`src/rtl/pdm_pkg.sv`:
```
package pdm_pkg;

    // Branch taken by the modulator on an enabled edge.
    typedef enum logic {
        STEP_ADD = 1'b0,
        STEP_SUB = 1'b1
    } step_e;

    // Output level held while in reset.
    localparam logic IDLE_LEVEL = 1'b0;

    // Accumulator needs one extra bit above the modulus width:
    // the value stays below twice the modulus.
    function automatic int acc_width(input int mod_w);
        return mod_w + 1;
    endfunction

    // Branch selection from accumulator versus modulus.
    function automatic step_e pick_step(input logic ge);
        return ge ? STEP_SUB : STEP_ADD;
    endfunction

endpackage

```
`src/rtl/pdm_modulus_reg.sv`:
```
module pdm_modulus_reg #(
    parameter int MOD_W = 8
) (
    input  logic             clk,
    input  logic             rst,
    input  logic [MOD_W-1:0] modulus_in,
    output logic [MOD_W-1:0] modulus_q
);

    always_ff @(posedge clk) begin
        if (rst) begin
            modulus_q <= modulus_in;
        end
    end

    // Captured modulus only moves while reset is asserted.
    assert_mod_frozen_R8: assert property (@(posedge clk) disable iff (rst)
        !rst |=> $stable(modulus_q));

endmodule

```
`src/rtl/pdm_accum.sv`:
```
module pdm_accum
    import pdm_pkg::*;
#(
    parameter int DATA_W = 8,
    parameter int MOD_W  = 8
) (
    input  logic              clk,
    input  logic              rst,
    input  logic              en,
    input  logic [DATA_W-1:0] level_in,
    input  logic [MOD_W-1:0]  modulus_q,
    output logic              bit_q,
    output step_e             step
);

    localparam int AW = acc_width(MOD_W);

    typedef struct packed {
        logic [AW-1:0] acc;
        logic          bit_v;
    } mod_state_t;

    mod_state_t    cur, nxt;
    logic [AW-1:0] level_ext;
    logic [AW-1:0] mod_ext;

    assign level_ext = AW'(level_in);
    assign mod_ext   = AW'(modulus_q);
    assign step      = pick_step(cur.acc >= mod_ext);

    always_comb begin
        nxt = cur;
        if (en) begin
            unique case (step)
                STEP_SUB: begin
                    nxt.acc   = cur.acc - mod_ext + level_ext;
                    nxt.bit_v = 1'b1;
                end
                default: begin
                    nxt.acc   = cur.acc + level_ext;
                    nxt.bit_v = 1'b0;
                end
            endcase
        end
    end

    always_ff @(posedge clk) begin
        if (rst) begin
            cur.acc   <= '0;
            cur.bit_v <= IDLE_LEVEL;
        end else begin
            cur <= nxt;
        end
    end

    assign bit_q = cur.bit_v;

    initial begin
        assert (DATA_W <= MOD_W);
    end

    assert_reset_clear_R1: assert property (@(posedge clk)
        rst |=> (cur.acc == '0 && bit_q == 1'b0));

    assert_sub_one_R2: assert property (@(posedge clk) disable iff (rst)
        (en && cur.acc >= mod_ext) |=> bit_q);

    assert_add_zero_R3: assert property (@(posedge clk) disable iff (rst)
        (en && cur.acc < mod_ext) |=> !bit_q);

    assert_hold_idle_R6: assert property (@(posedge clk) disable iff (rst)
        !en |=> ($stable(cur.acc) && $stable(bit_q)));

    assert_no_overflow_R10: assert property (@(posedge clk) disable iff (rst)
        (modulus_q != '0 && AW'(level_in) <= mod_ext) |-> (cur.acc < (mod_ext << 1)));

endmodule

```
`src/rtl/pdm_pulse_gen.sv`:
```
module pdm_pulse_gen
    import pdm_pkg::*;
#(
    parameter bit PULSE_EN = 1'b1
) (
    input  logic  clk,
    input  logic  rst,
    input  logic  en,
    input  step_e step,
    output logic  pulse_q
);

    generate
        if (PULSE_EN) begin : g_pulse
            logic fire_q;
            always_ff @(posedge clk) begin
                if (rst) begin
                    fire_q <= 1'b0;
                end else begin
                    fire_q <= en && (step == STEP_SUB);
                end
            end
            assign pulse_q = fire_q;

            assert_pulse_on_sub_R7: assert property (@(posedge clk) disable iff (rst)
                (en && step == STEP_SUB) |=> pulse_q);
            assert_pulse_idle_R7: assert property (@(posedge clk) disable iff (rst)
                !en |=> !pulse_q);
        end else begin : g_no_pulse
            assign pulse_q = 1'b0;
        end
    endgenerate

endmodule

```
`src/rtl/pdm_modulator_top.sv`:
```
module pdm_modulator_top
    import pdm_pkg::*;
#(
    parameter int DATA_W   = 8,
    parameter int MOD_W    = 8,
    parameter bit PULSE_EN = 1'b1
) (
    input  logic              clk,
    input  logic              rst,
    input  logic              en,
    input  logic [DATA_W-1:0] level_in,
    input  logic [MOD_W-1:0]  modulus_in,
    output logic              pdm_out,
    output logic              pulse_out
);

    logic [MOD_W-1:0] modulus_q;
    step_e            step;

    pdm_modulus_reg #(.MOD_W(MOD_W)) u_modreg (
        .clk        (clk),
        .rst        (rst),
        .modulus_in (modulus_in),
        .modulus_q  (modulus_q)
    );

    pdm_accum #(.DATA_W(DATA_W), .MOD_W(MOD_W)) u_accum (
        .clk       (clk),
        .rst       (rst),
        .en        (en),
        .level_in  (level_in),
        .modulus_q (modulus_q),
        .bit_q     (pdm_out),
        .step      (step)
    );

    pdm_pulse_gen #(.PULSE_EN(PULSE_EN)) u_pulse (
        .clk     (clk),
        .rst     (rst),
        .en      (en),
        .step    (step),
        .pulse_q (pulse_out)
    );

    // Reset overriding a simultaneous enable.
    assert_reset_wins_R9: assert property (@(posedge clk)
        (rst && en) |=> (!pdm_out && !pulse_out));

endmodule

```
`config.mk`:
```
export PLATFORM = sky130hd
export DESIGN_NAME = pdm_modulator_top
export DESIGN_NICKNAME = d
export VERILOG_FILES = /design/src/rtl/pdm_pkg.sv /design/src/rtl/pdm_modulus_reg.sv /design/src/rtl/pdm_accum.sv /design/src/rtl/pdm_pulse_gen.sv /design/src/rtl/pdm_modulator_top.sv
export SDC_FILE = /design/constraint.sdc
export NUM_CORES = 1
export LEC_CHECK = 0
export BUFFER_PORTS_ARGS = -buffer_cell sky130_fd_sc_hd__buf_4
export CAP_MARGIN = 25
export CORE_MARGIN = 1.5
export CORE_UTILIZATION = 33
export CTS_BUF_LIST = sky130_fd_sc_hd__clkbuf_4 sky130_fd_sc_hd__clkbuf_8
export CTS_CLUSTER_SIZE = 40
export DETAILED_ROUTE_END_ITERATION = 16
export GPL_TIMING_DRIVEN = 0
export PLACE_DENSITY = 0.56
export SKIP_LAST_GASP = 1
export SYNTH_ARGS = -nofsm -noshare
export SYNTH_HDL_FRONTEND = slang
export SYNTH_SLANG_ARGS = --single-unit
```
`constraint.sdc`:
```
create_clock -name clk -period 6.5 [get_ports clk]
set_clock_uncertainty 0.2 [all_clocks]
set_input_delay 0.325 -clock clk [delete_from_list [all_inputs] [get_ports clk]]
set_output_delay 0.325 -clock clk [all_outputs]
set_load 0.1 [all_outputs]
```
### Yosys cells after proc, flatten, opt, wreduce, memory -nomap -nowiden

Index checks and enable logic that the tools add are counted.

| word-level totals | value |
|---|---|
| output and inout port bits | 2 |
| bits in registers | 19 |

| operators by class | value |
|---|---|
| add/subtract/negate cells | 3 |
| muxes and demuxes | 2 |
| reductions and logical operators | 1 |
| magnitude comparators | 1 |

Operator list:

| cell | count |
|---|---|
| $add 9x8->9 | 2 |
| $mux 10 | 1 |
| $ge 9x8->1 | 1 |
| $sub 9x8->9 | 1 |
| $logic_and 1x1->1 | 1 |
| $mux 1 | 1 |

### Logic depth before layout (Yosys ltp)

| depth | value |
|---|---|
| depth in word-level cells | 3 |
| mapped depth | 10 |
| mapped depth without buffers | 10 |

### Hierarchy

A second synthesis with hierarchy kept.

| second synthesis, totals | value |
|---|---|
| cells, all modules | 197 |
| area total of the unflattened synthesis | 1789.2 um2 |

Modules (own cells, without submodules):

| module | times used | sequential area each (um2) | cells an instance | area an instance (um2) |
|---|---|---|---|---|
| pdm_accum | 1 | 200.2 | 187 | 1520.2 |
| pdm_modulus_reg | 1 | 240.2 | 8 | 240.2 |
| pdm_pulse_gen | 1 | 20.0 | 2 | 28.8 |

### Worst setup path before layout

Ideal clock, no wire load.

| timing path | value |
|---|---|
| path type | register -> register |
| start point | register u_modreg.modulus_q[4] |
| end point | register u_accum.cur[8] (netlist bit) |
| period minus slack after synthesis | 2653 ps |
| arrival time | 2392 ps |
| setup slack | 3847 ps |
| data required time | 6239 ps |
| stages on the path, launching flop included | 10 |
| path through | edfxtp_1 fa_1 inv_1 ha_1 clkbuf_1 nand3_1 o2111a_1 or3_1 a211oi_1 a311o_1 |

| on the way | value |
|---|---|
| longest elaborated chain between the ends | 3 |
| elaborated cells on any way between the ends | 5 |
| classes of those cells | add/sub: 2; order compare: 1; mux: 2 |

Ends and longest elaborated chain:

| item | line | source |
|---|---|---|
| from (decl) | pdm_modulus_reg.sv:7 | `output logic [MOD_W-1:0] modulus_q` |
| from (signal assigned) | pdm_modulus_reg.sv:12 | `modulus_q <= modulus_in;` |
| $sub 9x8->9 / $ge 9x8->1 (equally long branches) | pdm_accum.sv:36, pdm_accum.sv:29 |  |
| $add 9x8->9 / $mux 1 (equally long branches) | pdm_accum.sv:36, pdm_pkg.sv:20 |  |
| $mux 10 * | pdm_accum.sv:34 | `unique case (step)` |
| to (signal assigned) | pdm_accum.sv:52 | `cur <= nxt;` |
| to (decl) | pdm_accum.sv:23 | `mod_state_t cur, nxt;` |

Mark *: on every way between the ends. The rest lies on a longest branch, timed or not.
A chain may end at the register's enable or synchronous reset.

### Worst setup path after layout

| timing path | value |
|---|---|
| start point | register u_accum.cur[5] (netlist bit) |
| end point | register u_accum.cur[8] (netlist bit) |

| on the way | value |
|---|---|
| longest elaborated chain between the ends | 3 |
| elaborated cells on any way between the ends | 6 |
| classes of those cells | add/sub: 3; order compare: 1; mux: 2 |

Ends and longest elaborated chain:

| item | line |
|---|---|
| $sub 9x8->9 / $ge 9x8->1 (equally long branches) | pdm_accum.sv:36, pdm_accum.sv:29 |
| $add 9x8->9 / $mux 1 (equally long branches) | pdm_accum.sv:36, pdm_pkg.sv:20 |
| $mux 10 * | pdm_accum.sv:34 |

Marks and branches as above.

==> impl_metrics.toml <==
[synth]
ys.warnings.count = 0
register_bit_total_from_synthesis = 19
syn-mean-instance-area_sq_um = 8.97
yosys_most_used_dff = "dfxtp_1"
postSynthCellCount = 202
mappedNetlistArea_sq_um = 1810
synth_sequential_area_ratio = 0.254
fraction_of_registers_with_async_set_reset = 0
synthesis.nets = 254
number_of_enable_flip_flop_cells_after_synthesis = 8
synth_cell_types = 41

[finish]
fin_nets = 279
layout.cells.most_common_list = "inv_1 (38), ha_1 (24), buf_4 (20)"
layout.cells.most_common = "inv_1"
finalInstanceArea_sq_um = 2100
drive_above_1_share = 0.124
final_core_utilization = 0.403
count_of_antenna_diodes_in_the_layout = 0
final_cell_count_no_fill = 296
fillers = 556
area_delta_synth_final_pct = 15.8

[setup_path]
end_kind = "flip-flop"
setup.worst_path.start_class = "flip-flop"
r2r_cells = 10
worst-endpoint-required_ps = 6510
r2r-end = "u_accum.cur[8]$_SDFFE_PP0P_"
critPathKind = "flip-flop to flip-flop"
worst-path-max-fanout = 7
crit_slowest_cell = "fa_1"
crit_chain = "inv_1 > fa_1 > inv_1 > ha_1 > clkbuf_1 > nand3_1 > o2111a_1 > or3_1 > a211oi_1 > a311o_1"
cp.arrival_ps = 3000
worst_path_largest_cell_delay_ps = 470
critical_path.most_common_cell = "inv_1"
r2r_slack_ps = 3520
worst_r2r_startpoint = "u_accum.cur[5]$_SDFFE_PP0P_"

[power_and_ir_drop]
cellPowerDensity_nw_per_um2 = 359
sw_frac_of_total = 0.457
p_leak_uw = 0.00102
total_switching_power_uw = 345
cell_internal_pwr_uw = 409
pwr-share-comb = 0.648
worst_ir_drop_vdd_uv = 121
power.clock.fraction = 0.123
seqPwrFrac = 0.229

[floorplanning]
die_y_um = 77.1
chipWidth_um = 77.1
die-area_sq_um = 5940
floorplan.initialDensity = 0.348
ioPinCount = 21
row_count = 26
core_sq_um = 5200

[routing]
detailroute.via_count = 1461
routedWlPerCell_um = 14.1
routed_via_density = 4.94
route.antenna.remaining_nets = 0
dr.first_iter.drc_count = 39
totalWireLength_mm = 4.16
remaining_drc_errors = 0
drt_first_pass_iters = 4

[global_routing]
grt_start_max_net_pins = 12
globalRouteTotalUtil = 0.151
vias_in_the_first_global_route = 1450
gr-total-overflow = 0
grt_antenna_before_repair = 0
grt_pass1_wl_mm = 7.00

[timing]
final.min_clock_period_ps = 2980
period_share = 0.459
slew_of_the_pin_with_the_lowest_slew_margin_ps = 587
count_of_final_hold_check_violations = 0
endpoints_failing_setup = 0
rsz_0062_raised_after_global_routing = "no"
max_slew_margin_vs_limit = 0.607
final.setup.tns_ps = 0
highest_clock_rate_ghz = 0.335
maxSlewViolCount = 0
hold_ws_ps = 31.1

[run]
max_cap_violations = 0

[hold_path]
timing.hold.worst.start = "modulus_in[5]"
min_delay_worst_endpoint = "u_modreg.modulus_q[5]$_DFFE_PP_"
min_path_cells = 1
hold_class = "input pin to flip-flop"

[clock_tree]
cts.root.buffer_cell = "clkbuf_8"
insertion_delay_ps = 260
cts_hold_buffers = 0
ctsHtreeMaxLevel = 1
postCtsSetupRepairBufs = 0
cts_repair_resize_count = 0
cts_tree = "done"
clkTransAtPathRegs_ps = 80
number_of_buffers_created_by_cts = 3
clockBufferDepth = 2
cts.sink_count = 19

[outcome]
status = "complete, no violations"

[place]
routabilityCongestion = 0.777
dp.cells = 292
placement.cell_area_sq_um = 2050
port_buffers = 20
detailed_place_hpwl_mm = 3.27
## synth_stat cells, drive strengths merged, types with 4 or more instances
| cell type | instances | area share |
|---|---|---|
| nor2 | 12 | 0.025 |
| o21ai | 10 | 0.028 |
| fa | 9 | 0.099 |
| a311oi | 5 | 0.024 |
| nand3 | 4 | 0.011 |
| dfxtp | 11 | 0.12 |
| a21o | 7 | 0.029 |
| or3 | 4 | 0.014 |
| nand2 | 9 | 0.019 |
| ha | 24 | 0.17 |
| inv | 38 | 0.079 |
| xor2 | 5 | 0.024 |
| a21oi | 6 | 0.017 |
| edfxtp | 8 | 0.13 |
| a211oi | 7 | 0.029 |
| nand2b | 5 | 0.017 |
| clkbuf | 4 | 0.0083 |
## worst max-delay path: cells and delay by family, from the launching register on
kind | cells | cell delay [ps]
buffers and inverters | 3 | 390
flip-flops | 1 | 410
adder cells (fa/ha/maj) | 2 | 730
AO/OA/AOI/OAI | 3 | 730
AND/OR/NAND/NOR | 2 | 460
## per-stage QoR
stage                     total power [uW]  setup WS (ps)
after CTS                              759           3520
final                                  754           3520
after global placement                 660           3500
after detailed placement               659           3490
after floorplan                        549           3850
after global routing                   832           3270
## how the worst max path moves through the flow
stage                                          from                     endpoint  slack, ps
finish                  u_accum.cur[5]$_SDFFE_PP0P_  u_accum.cur[8]$_SDFFE_PP0P_       3520
detailed placement                      level_in[4]  u_accum.cur[8]$_SDFFE_PP0P_       3490
global route            u_accum.cur[2]$_SDFFE_PP0P_  u_accum.cur[9]$_SDFFE_PP0P_       3270
CTS                     u_accum.cur[5]$_SDFFE_PP0P_  u_accum.cur[8]$_SDFFE_PP0P_       3520
floorplan           u_modreg.modulus_q[4]$_DFFE_PP_  u_accum.cur[8]$_SDFFE_PP0P_       3850
global placement                        level_in[4]  u_accum.cur[8]$_SDFFE_PP0P_       3500
## metal layers
layer  GRT usage  wire [um]  part of all wire  vias to the layer above
met1       0.208       2100              0.50                      679
met3      0.0190         84             0.020                        5
li1            -          -                 -                      762
met4      0.0618         71             0.017                        0
met5           0          0                 0                        -
met2       0.238       1910              0.46                       15
## cell type report
| cell class | count | area (sq um) | share of cell area |
|---|---|---|---|
| Clock buffer | 4 | 48.8 | 0.0233 |
| Multi-Input combinational cell | 140 | 1180 | 0.564 |
| Timing Repair Buffer | 20 | 150 | 0.0716 |
| Buffer | 5 | 26.3 | 0.0125 |
| Inverter | 38 | 143 | 0.0680 |
| Tap cell | 70 | 87.6 | 0.0417 |
| Sequential cell | 19 | 460 | 0.219 |
## logic make-up after synthesis
group | count (synthesis) | share of synthesized area
XOR/XNOR | 8 | 0.0387
adder cells (fa/ha/maj) | 33 | 0.265
AND/OR/NAND/NOR | 44 | 0.126
AO/OA/AOI/OAI | 52 | 0.206
multiplexers | 3 | 0.0166
flip-flops | 19 | 0.254
buffers and inverters | 43 | 0.0932
## power by group through the flow
| stage | clock (uW) | sequential [uW] | combinational (uW) |
|---|---|---|---|
| after CTS | 97.4 | 173 | 490 |
| final | 92.8 | 173 | 488 |
| after global placement | 0 | 175 | 485 |
| after floorplan | 0 | 185 | 364 |
| after global routing | 103 | 177 | 552 |
| after detailed placement | 0 | 175 | 483 |
## sequential cells by signal, indices dropped and copies added, names as in the netlist
name                cells
u_modreg.modulus_q      8
u_accum.cur             9
u_pulse.pulse_q         1
u_accum.bit_q           1
Power figures use the tool's default switching activity.
